`config.mk`:
```
export PLATFORM = sky130hd
export DESIGN_NAME = uart_irq_arbiter
export DESIGN_NICKNAME = d
export VERILOG_FILES = /design/src/rtl/uart_irq_arbiter.sv
export SDC_FILE = /design/constraint.sdc
export NUM_CORES = 1
export LEC_CHECK = 0
export BUFFER_PORTS_ARGS = -buffer_cell sky130_fd_sc_hd__buf_2
export CAP_MARGIN = 40
export CORE_AREA = 2 2 39 41
export DETAILED_ROUTE_END_ITERATION = 8
export DIE_AREA = 0 0 41 43
export SLEW_MARGIN = 20
export SYNTH_ARGS = -nofsm -noshare
export SYNTH_HDL_FRONTEND = slang
export SYNTH_SLANG_ARGS = --single-unit
```
`constraint.sdc`:
```
create_clock -name clk -period 1.1 [get_ports clk]
set_input_delay 0.22 -clock clk [delete_from_list [all_inputs] [get_ports clk]]
set_output_delay 0.22 -clock clk [all_outputs]
set_load 0.01 [all_outputs]
```
`src/rtl/uart_irq_arbiter.sv`:
```
module uart_irq_arbiter (
  input  logic       clk,
  input  logic       rst_n,
  input  logic [3:0] ier,
  input  logic       rx_at_level,
  input  logic       rx_idle_evt,
  input  logic       thr_empty,
  input  logic       thr_wr,
  input  logic       rhr_rd,
  input  logic       line_err_evt,
  input  logic       lsr_rd,
  input  logic       modem_evt,
  input  logic       msr_rd,
  input  logic       cts_chg_evt,
  input  logic       rts_chg_evt,
  input  logic       iid_rd,
  output logic       irq,
  output logic [5:0] iid
);
  localparam logic [5:0] ID_NONE = 6'h01;
  localparam logic [5:0] ID_LINE = 6'h06;
  localparam logic [5:0] ID_RXLV = 6'h04;
  localparam logic [5:0] ID_RXTO = 6'h0C;
  localparam logic [5:0] ID_THRE = 6'h02;
  localparam logic [5:0] ID_MDM  = 6'h00;
  localparam logic [5:0] ID_FLOW = 6'h20;

  logic line_p, tout_p, thre_p, thr_q, mdm_p, flow_p;

  wire act_line = line_p & ier[2];
  wire act_rxlv = rx_at_level & ier[0];
  wire act_rxto = tout_p & ier[0];
  wire act_thre = thre_p & ier[1];
  wire act_mdm  = mdm_p & ier[3];
  wire act_flow = flow_p & ier[3];

  always_comb begin
    if (act_line)      iid = ID_LINE;
    else if (act_rxlv) iid = ID_RXLV;
    else if (act_rxto) iid = ID_RXTO;
    else if (act_thre) iid = ID_THRE;
    else if (act_mdm)  iid = ID_MDM;
    else if (act_flow) iid = ID_FLOW;
    else               iid = ID_NONE;
  end

  assign irq = act_line | act_rxlv | act_rxto | act_thre | act_mdm | act_flow;

  wire thre_clr = thr_wr | (iid_rd & (iid == ID_THRE));
  wire flow_clr = iid_rd & (iid == ID_FLOW);

  always_ff @(posedge clk or negedge rst_n) begin
    if (!rst_n) begin
      line_p <= 1'b0;
      tout_p <= 1'b0;
      thre_p <= 1'b1;
      thr_q  <= 1'b1;
      mdm_p  <= 1'b0;
      flow_p <= 1'b0;
    end else begin
      line_p <= !lsr_rd && (line_p || line_err_evt);
      tout_p <= !rhr_rd && (tout_p || rx_idle_evt);
      thre_p <= !thre_clr && (thre_p || (thr_empty && !thr_q));
      thr_q  <= thr_empty;
      mdm_p  <= !msr_rd && (mdm_p || modem_evt);
      flow_p <= !flow_clr && (flow_p || cts_chg_evt || rts_chg_evt);
    end
  end
endmodule

```
==> results.tsv <==
metric	value	unit
status	complete, but fails checks	
violations	setup timing	
postSynth.asyncResetShare	100	%
fin_crit	1.55	ns
die_h	43	microns
power_leakage	0.287	nW
first_pass_iters	3	
clk_pin_slew_worst_paths	0.05	ns
irDropWorstVdd	0.000632	V
dp.cells	76	
layout_setup_ws	-0.449	ns
arrival	1.33	ns
clock-sinks	6	
dp_slack	-0.176	ns
drt-wirelength-per-cell	9.62	microns
synth_edf_count	0	
drt_wl_total	789	microns
drv_cap	0	
core_area	1380	sq um
area_growth	81.1	%
rsz0062_at_grt	yes	
syn_nets	51	
post-synth-top-count-cell	nor2_1	
clk_latency	0.25	ns
antenna_found_initial	0	
grt_use_total	10.7	%
layout.nets	85	
clk_path_buf_depth	2	
netlist_instances	33	
finalHoldViolCount	0	
skew	0.00749	ns
powerDensity	1160	nW/um^2
ys_seq_area_share	51.3	%
drc	0	
synth_top_area_share	33.6	%
grt_pass1_vias	336	
drt_first_iter_violations	4	
hold_class	primary input to flop	
synth_top_area_cell	dfrtp_1	
power.total	0.000624	W
drive_gt1_share	62.1	%
chipWidth	41	microns
portBuffers	23	
design_area	539	sq um
crit_fanout	4	
yosys.cell_types.count	17	
fin_setup_tns	-2.07	ns
slew_viol_final	0	
crit_path_end_kind	primary output	
timing_worst_setup_path_type	flop to primary output	
synth_seq_cells	6	
min_period_over_period	141	%
synthTopCellsByArea	dfrtp_1 34%, dfstp_2 18%, nor2_1 8.8%	
ys.flop_type	dfrtp_1	
dieArea	1760	sq um
htreeDepth	1	
place.gp.congestion	0.657	
synthTopCellsByCount	7 x nor2_1, 4 x dfrtp_1, 3 x inv_1	
yosysWarnings	0	
cts_buffers	3	
grt_pass1_wl	1.22	mm
instances_no_fill	82	
syn_avg_cell_area	9.02	sq um
grt_overflow_total	0	
cts_tree	done	
grt_max_degree	7	
netlist_area	298	sq um
finalSetupViolCount	7	
initial_core_util	21.5	%
placed_cell_area	469	sq um
cts_root_buf	clkbuf_4	
vias_per_cell	4.28	
num_io_pins	25	
num_vias	351	
fillerInstances	152	
max_freq	0.646	GHz
antennaDiodeCount	0	
drtAntennaViolNets	0	
row_count	14	
start_kind	flop	
hpwl	621	microns
cp_data_required_time	0.88	ns
-- registers in the layout, indices dropped and copies added (netlist names) --
register / cells
flow_p: 1
line_p: 1
mdm_p: 1
thr_q: 1
thre_p: 1
tout_p: 1
-- routing by layer --
metal  share of wire (%)  track usage (%)  up-vias
met3                  12             9.42        0
met1                  41             11.4      150
li1                    -                -      178
met5                   0                0        -
met2                  47             16.6       23
met4                   0                0        0
-- cell families after synthesis --
logic type | after synthesis | synth area share, %
buffers and inverters | 4 | 6.30
other | 1 | 1.26
AOI/OAI and AO/OA | 7 | 16.4
DFF | 6 | 51.3
and+or+nand+nor | 15 | 24.8
-- power breakdown --
group | total (W) | switching, W | internal (W)
sequential | 0.000248 | 0.00000915 | 0.000239
clock | 0.000227 | 0.0000895 | 0.000138
combinational | 0.000149 | 0.0000637 | 0.0000849
-- what timing repair did --
item / 4_1_cts / 5_1_grt
cloned: 0 / 0
resized for setup: 6 / 1
setup buffers: 2 / 1
endpoints found under the setup margin: 7 / 7
hold endpoints to repair: 6 / 0
hold buffers: 1 / 0
pin swaps: 2 / 2
-- cell usage in the layout, fill, tap and decap left out --
master          n
a21oi_1         1
a21oi_2         2
a311oi_1        1
and3_4          1
and3b_1         1
and4b_2         1
buf_2          21
buf_4           5
buf_6           3
clkbuf_1        1
clkbuf_4        3
conb_1          1
dfrtp_1         4
dfstp_2         2
dlygate4sd3_1   1
inv_1           3
nand2_2         2
nand3_1         1
nand3_2         1
nor2_1          7
nor3_1          1
o21a_1          1
o21ai_0         2
-- critical path: stages (launching register included) --
cell	delay (ns)
dfrtp_1	0.37
o21a_1	0.21
a21oi_2	0.19
and3_4	0.21
buf_6	0.09
-- through the flow --
| stage | utilization, % | hold WS, ns |
|---|---|---|
| 2_1_floorplan | - | -0.0756 |
| 3_3_place_gp | 33.9 | 0.0530 |
| 3_5_place_dp | 33.9 | 0.0520 |
| 4_1_cts | 39.0 | 0.0792 |
| 5_1_grt | 39.0 | 0.0733 |
| 6_report | 39.0 | 0.0844 |
-- final cells by class --
class | count | area, sq um | share of cell area, %
Tap cell | 16 | 20.0 | 3.71
Multi-Input combinational cell | 23 | 143 | 26.5
Clock buffer | 4 | 26.3 | 4.87
Timing Repair Buffer | 30 | 186 | 34.6
Sequential cell | 6 | 153 | 28.3
Inverter | 3 | 11.3 | 2.09
-- worst paths after layout --
kind,to,cells past startpoint,slack [ns],start
max,iid[0],4,-0.45,tout_p$_DFF_PN0_
min,thr_q$_DFF_PN1_,1,0.08,thr_empty
max reg2reg,flow_p$_DFF_PN0_,4,-0.07,tout_p$_DFF_PN0_
min reg2reg,thre_p$_DFF_PN1_,2,0.55,thre_p$_DFF_PN1_
max in group asynchronous,thr_q$_DFF_PN1_,2,0.54,rst_n
min in group asynchronous,mdm_p$_DFF_PN0_,2,0.33,rst_n
Power figures use the tool's default switching activity.
